File: config.mk
export PLATFORM = sky130hd
export DESIGN_NAME = strfill_engine
export DESIGN_NICKNAME = d
export VERILOG_FILES = /design/src/rtl/strfill_pkg.sv /design/src/rtl/strfill_ctrl.sv /design/src/rtl/strfill_regs.sv /design/src/rtl/strfill_pcreg.sv /design/src/rtl/strfill_engine.sv
export SDC_FILE = /design/constraint.sdc
export NUM_CORES = 1
export LEC_CHECK = 0
export BUFFER_PORTS_ARGS = -buffer_cell sky130_fd_sc_hd__buf_2
export CORE_MARGIN = 10
export CORE_UTILIZATION = 40
export CTS_CLUSTER_DIAMETER = 60
export DETAILED_ROUTE_END_ITERATION = 10
export PLACE_DENSITY = 0.71
export SLEW_MARGIN = 10
export SYNTH_ARGS = -nofsm -noshare
export SYNTH_HDL_FRONTEND = slang
export SYNTH_HIERARCHICAL = 1
export SYNTH_SLANG_ARGS = --single-unit
export TNS_END_PERCENT = 5
File: constraint.sdc
create_clock -name clk -period 7.51 [get_ports clk]
set_input_delay 0.751 -clock clk [delete_from_list [all_inputs] [get_ports clk]]
set_output_delay 0.751 -clock clk [all_outputs]
set_load 0.01 [all_outputs]
File: src/rtl/strfill_pkg.sv
package strfill_pkg;
  typedef enum logic [1:0] {
    SF_IDLE = 2'd0,
    SF_EDGE = 2'd1,
    SF_WAIT = 2'd2
  } sf_state_e;

  localparam int unsigned SF_SIZE_W = 2;
endpackage

File: src/rtl/strfill_ctrl.sv
module strfill_ctrl
  import strfill_pkg::*;
(
  input  logic clk,
  input  logic rst_n,
  input  logic start_i,
  input  logic cnt_zero_i,
  input  logic irq_i,
  input  logic ack_i,
  output logic accept_o,
  output logic step_o,
  output logic req_o,
  output logic busy_o,
  output logic done_o,
  output logic intr_o,
  output logic norm_done_o
);
  sf_state_e state_q, state_d;
  logic boundary;

  always_comb begin
    boundary    = (state_q == SF_EDGE);
    accept_o    = (state_q == SF_IDLE) && start_i;
    req_o       = (state_q == SF_WAIT);
    step_o      = req_o && ack_i;
    done_o      = boundary && (cnt_zero_i || irq_i);
    intr_o      = boundary && !cnt_zero_i && irq_i;
    norm_done_o = boundary && cnt_zero_i;
    busy_o      = (state_q != SF_IDLE);
  end

  always_comb begin
    state_d = state_q;
    unique case (state_q)
      SF_IDLE: if (accept_o) state_d = SF_EDGE;
      SF_EDGE: state_d = done_o ? SF_IDLE : SF_WAIT;
      SF_WAIT: if (ack_i) state_d = SF_EDGE;
      default: state_d = SF_IDLE;
    endcase
  end

  always_ff @(posedge clk or negedge rst_n) begin
    if (!rst_n) state_q <= SF_IDLE;
    else        state_q <= state_d;
  end
endmodule

File: src/rtl/strfill_regs.sv
module strfill_regs #(
  parameter int unsigned ADDR_W = 32,
  parameter int unsigned DATA_W = 64,
  parameter int unsigned CNT_W  = 16
) (
  input  logic              clk,
  input  logic              rst_n,
  input  logic              accept_i,
  input  logic              step_i,
  input  logic [DATA_W-1:0] data_i,
  input  logic [ADDR_W-1:0] addr_i,
  input  logic [1:0]        size_i,
  input  logic [CNT_W-1:0]  count_i,
  output logic [DATA_W-1:0] data_o,
  output logic [ADDR_W-1:0] addr_o,
  output logic [1:0]        size_o,
  output logic [CNT_W-1:0]  count_o,
  output logic              cnt_zero_o
);
  localparam logic [ADDR_W-1:0] ONE_A = ADDR_W'(1);
  localparam logic [CNT_W-1:0]  ONE_C = CNT_W'(1);

  logic [DATA_W-1:0] data_q;
  logic [ADDR_W-1:0] addr_q, addr_d, stride;
  logic [1:0]        size_q;
  logic [CNT_W-1:0]  cnt_q, cnt_d;
  logic              ld_en, cnt_en;

  always_comb begin
    stride = ONE_A << size_q;
    ld_en  = accept_i;
    cnt_en = accept_i || step_i;
    addr_d = accept_i ? addr_i  : addr_q + stride;
    cnt_d  = accept_i ? count_i : cnt_q - ONE_C;
  end

  always_ff @(posedge clk or negedge rst_n) begin
    if (!rst_n) begin
      data_q <= '0;
      size_q <= '0;
    end else if (ld_en) begin
      data_q <= data_i;
      size_q <= size_i;
    end
  end

  always_ff @(posedge clk or negedge rst_n) begin
    if (!rst_n) begin
      addr_q <= '0;
      cnt_q  <= '0;
    end else if (cnt_en) begin
      addr_q <= addr_d;
      cnt_q  <= cnt_d;
    end
  end

  assign data_o     = data_q;
  assign addr_o     = addr_q;
  assign size_o     = size_q;
  assign count_o    = cnt_q;
  assign cnt_zero_o = (cnt_q == '0);
endmodule

File: src/rtl/strfill_pcreg.sv
module strfill_pcreg #(
  parameter int unsigned PC_W = 32
) (
  input  logic            clk,
  input  logic            rst_n,
  input  logic            accept_i,
  input  logic            clear_i,
  input  logic [PC_W-1:0] pc_i,
  output logic [PC_W-1:0] pc_o
);
  logic [PC_W-1:0] pc_q, pc_d;
  logic            pc_en;

  always_comb begin
    pc_en = accept_i || clear_i;
    pc_d  = accept_i ? pc_i : '0;
  end

  always_ff @(posedge clk or negedge rst_n) begin
    if (!rst_n)     pc_q <= '0;
    else if (pc_en) pc_q <= pc_d;
  end

  assign pc_o = pc_q;
endmodule

File: src/rtl/strfill_engine.sv
module strfill_engine #(
  parameter int unsigned ADDR_W = 32,
  parameter int unsigned DATA_W = 64,
  parameter int unsigned CNT_W  = 16,
  parameter int unsigned PC_W   = 32
) (
  input  logic              clk,
  input  logic              rst_n,
  input  logic              start_i,
  input  logic [DATA_W-1:0] start_data_i,
  input  logic [ADDR_W-1:0] start_addr_i,
  input  logic [1:0]        start_size_i,
  input  logic [CNT_W-1:0]  start_count_i,
  input  logic [PC_W-1:0]   start_pc_i,
  input  logic              irq_pend_i,
  output logic              wr_req_o,
  output logic [ADDR_W-1:0] wr_addr_o,
  output logic [DATA_W-1:0] wr_data_o,
  output logic [1:0]        wr_size_o,
  input  logic              wr_ack_i,
  output logic              busy_o,
  output logic              done_o,
  output logic              done_irq_o,
  output logic [CNT_W-1:0]  cur_count_o,
  output logic [ADDR_W-1:0] cur_addr_o,
  output logic [PC_W-1:0]   resume_pc_o
);
  logic accept, step, cnt_zero, norm_done;
  logic [ADDR_W-1:0] addr;

  strfill_ctrl u_ctrl (
    .clk(clk), .rst_n(rst_n), .start_i(start_i), .cnt_zero_i(cnt_zero),
    .irq_i(irq_pend_i), .ack_i(wr_ack_i), .accept_o(accept), .step_o(step),
    .req_o(wr_req_o), .busy_o(busy_o), .done_o(done_o), .intr_o(done_irq_o),
    .norm_done_o(norm_done)
  );

  strfill_regs #(.ADDR_W(ADDR_W), .DATA_W(DATA_W), .CNT_W(CNT_W)) u_regs (
    .clk(clk), .rst_n(rst_n), .accept_i(accept), .step_i(step),
    .data_i(start_data_i), .addr_i(start_addr_i), .size_i(start_size_i),
    .count_i(start_count_i), .data_o(wr_data_o), .addr_o(addr),
    .size_o(wr_size_o), .count_o(cur_count_o), .cnt_zero_o(cnt_zero)
  );

  strfill_pcreg #(.PC_W(PC_W)) u_pc (
    .clk(clk), .rst_n(rst_n), .accept_i(accept), .clear_i(norm_done),
    .pc_i(start_pc_i), .pc_o(resume_pc_o)
  );

  assign wr_addr_o  = addr;
  assign cur_addr_o = addr;
endmodule

==> impl_metrics.json <==
{
  "status": "finished clean",
  "drt-initial-drc-count": 205,
  "core_area_mm2": 0.0168,
  "postSynth.asyncResetShare": 1.00,
  "post_drt_wl_per_cell_um": 18.8,
  "slew_headroom": 0.363,
  "grt_pass1_vias": 5745,
  "fin_setup_tns_ps": 0,
  "synth_seq_cells": 148,
  "cts_sinks": 148,
  "fin_total_pwr_mw": 3.33,
  "postCtsHoldBufs": 0,
  "power.leakage_nw": 4.36,
  "cp.required_ps": 6760,
  "p_comb_frac": 0.347,
  "syn-num-nets": 744,
  "first_pass_iters": 4,
  "cts_resized": 0,
  "fin_area_mm2": 0.00907,
  "portBuffers": 332,
  "seqPwrFrac": 0.397,
  "worstSetupPathType": "flop to output pin",
  "drc": 0,
  "worstPathArrival_ps": 2480,
  "cts_tree": "yes",
  "synth-seq-area-share": 0.537,
  "grt_setup_unrepaired": "false",
  "grt_pass1_wl_mm": 31.6,
  "setup_viol": 0,
  "clock-root-buffer": "clkbuf_16",
  "htreeDepth": 4,
  "die_h_um": 151,
  "drv_slew": 0,
  "hold_class": "input port to asynchronous set/reset pin",
  "yosysTopAreaCellShare": 0.537,
  "area_growth_pct": 31.5,
  "grt_max_degree": 103,
  "wirelength_mm": 20.9,
  "antenna_found_initial": 5,
  "end_kind": "output pin",
  "hold_viol": 0,
  "power_density_mw_per_mm2": 367,
  "synth_cell_types": 54,
  "syn_avg_cell_area_um2": 11.8,
  "drive_gt1_frac": 0.506,
  "vias": 5539,
  "floorplan.initialDensity": 0.411,
  "fillers": 1542,
  "clockBufferDepth": 2,
  "antenna_left": 0,
  "place.gp.congestion": 0.780,
  "place.detailed.hpwl_mm": 15.9,
  "rows": 47,
  "crit_fanout": 6,
  "grtUsageTotal": 0.175,
  "reg2regPathDepth": 7,
  "dpl_cell_area_mm2": 0.00848,
  "worst_pin_slew_ps": 955,
  "synth_area_leaders": "dfrtp_1 (54%), mux2_2 (11%), a22o_1 (3.9%)",
  "fin_skew_ps": 10.2,
  "clkPwrFrac": 0.256,
  "cts_buffers": 17,
  "cts_setup_buffers": 0,
  "drv_cap": 0,
  "timing.fmax_ghz": 0.309,
  "grt_overflow": 0,
  "yosys.area.top_type": "dfrtp_1",
  "start_kind": "flop",
  "irDropWorstVdd_mv": 0.183,
  "dieArea_mm2": 0.0229,
  "switching_share": 0.363,
  "die_w_um": 151,
  "ys.warnings.count": 6,
  "switchingPower_mw": 1.21,
  "final_nets": 1036,
  "syn_area_mm2": 0.00690,
  "vias_per_cell": 4.97,
  "yosys_most_used_dff": "dfrtp_1",
  "fin_crit_sh": 0.430,
  "clkSlewWorstSetupHoldPaths_ps": 70,
  "synth-edff-count": 0,
  "clk_latency_ps": 410,
  "period_minus_slack_ps": 3230,
  "multi_input_area_mm2": 0.00277,
  "ios": 333,
  "p_int_mw": 2.12,
  "regArea_mm2": 0.00370,
  "synth_cells": 586
}
## per-layer routing
layer | vias to the layer above | part of all wire | global-route usage
li1 | 2623 | - | -
met1 | 2688 | 0.38 | 0.200
met2 | 206 | 0.50 | 0.294
met3 | 20 | 0.10 | 0.0740
met4 | 2 | 0.012 | 0.0500
met5 | - | 0.00048 | 0
## cell type report
| cell class | instances | share of cell area |
|---|---|---|
| flip-flops and latches | 148 | 0.408 |
| diodes | 3 | 0.000828 |
| repair buffers | 336 | 0.187 |
| well taps | 220 | 0.0303 |
| multi-input cells | 365 | 0.305 |
| inverters | 10 | 0.00414 |
| clock inverters | 12 | 0.0161 |
| clock buffers | 20 | 0.0481 |
## through the flow
stage                     utilization  setup WS [ps]  hold slack, ps  std cells
after floorplan                     -           4960             432        586
final                           0.541           4280             430       1114
after global routing            0.541           4140             500       1111
after global placement          0.506           4630             456       1079
after CTS                       0.541           4240             475       1111
after detailed placement        0.506           4590             464       1079
## final timing paths
kind                                         from                end  slack [ps]
worst max-delay path            u_regs/count_o[7]             done_o        4280
worst min-delay path                        rst_n  u_regs/data_o[11]         430
worst max register to register  u_ctrl/state_q[1]  u_regs/addr_o[30]        4800
worst min register to register  u_ctrl/state_q[0]  u_ctrl/state_q[0]         470
max in group asynchronous                   rst_n  u_regs/data_o[61]        5870
min in group clk                u_ctrl/state_q[0]  u_ctrl/state_q[0]         470
## power groups by stage
stage	clock [mW]	combinational [mW]	sequential (mW)
after global placement	0	1.16	1.32
final	0.852	1.15	1.32
after floorplan	0	0.599	1.42
after detailed placement	0	1.18	1.33
after CTS	0.869	1.18	1.32
after global routing	0.907	1.26	1.36
## critical path, stage by stage, from the launching register on
cell and delay, ps:
dfrtp_1 470, or4_1 640, nor3_1 300, and3_1 340, nor2_1 80, nor2_1 100
buf_2 150
## synth_stat cells (2+ instances only)
master	count
dfrtp_1	148
and4_1	4
and3_1	6
a22o_1	31
xnor2_1	31
inv_1	9
buf_2	5
nand4_1	7
mux2i_1	7
nor3_2	2
buf_1	7
nor2_1	17
o21ai_1	11
buf_4	32
a22oi_1	2
nand3_1	10
and2_1	3
xor2_1	9
clkbuf_1	15
or2_1	2
nor2b_1	5
ha_1	6
or3_1	2
a21o_1	3
nor4b_1	3
nand2_1	53
a21oi_1	4
o21ai_0	32
nand2b_1	3
buf_8	3
mux2_2	70
or4_1	2
nor3_1	11
nor4_1	11
## registers in the layout, summed over array words and instances, names as in the netlist
register and count:
u_ctrl/state_q 2, u_pc/pc_o 32, u_regs/addr_o 32, u_regs/count_o 16
u_regs/data_o 64, u_regs/size_o 2
## placed cells by master (no fill, tap or decap), drive strengths merged, types with 4 or more instances in the layout
| cell | synthesis | routed |
|---|---|---|
| buf | 48 | 336 |
| xnor2 | 31 | 31 |
| nor2b | 5 | 5 |
| nor2 | 18 | 18 |
| nand2 | 53 | 53 |
| nand3 | 10 | 10 |
| nor4 | 13 | 13 |
| xor2 | 9 | 9 |
| and4 | 4 | 4 |
| nor3 | 13 | 13 |
| nor4b | 4 | 4 |
| a21oi | 4 | 4 |
| dfrtp | 148 | 148 |
| and3 | 6 | 6 |
| mux2 | 70 | 70 |
| a22o | 32 | 32 |
| ha | 6 | 6 |
| nand4 | 7 | 7 |
| mux2i | 7 | 7 |
| o21ai | 44 | 44 |
| clkbuf | 15 | 20 |
| inv | 10 | 15 |
## cell families (layout without fill, tap and decap cells)
family	count (synthesis)	count (layout)	synth area share
xor+xnor	40	40	0.0508
mux	77	77	0.124
other cells	0	3	0
flops	148	148	0.537
simple gates	151	151	0.121
fa+ha+maj	7	7	0.0138
compound gates	90	90	0.0889
buf+inv	73	378	0.0640
Note: power is estimated with default switching activity, not from simulation.
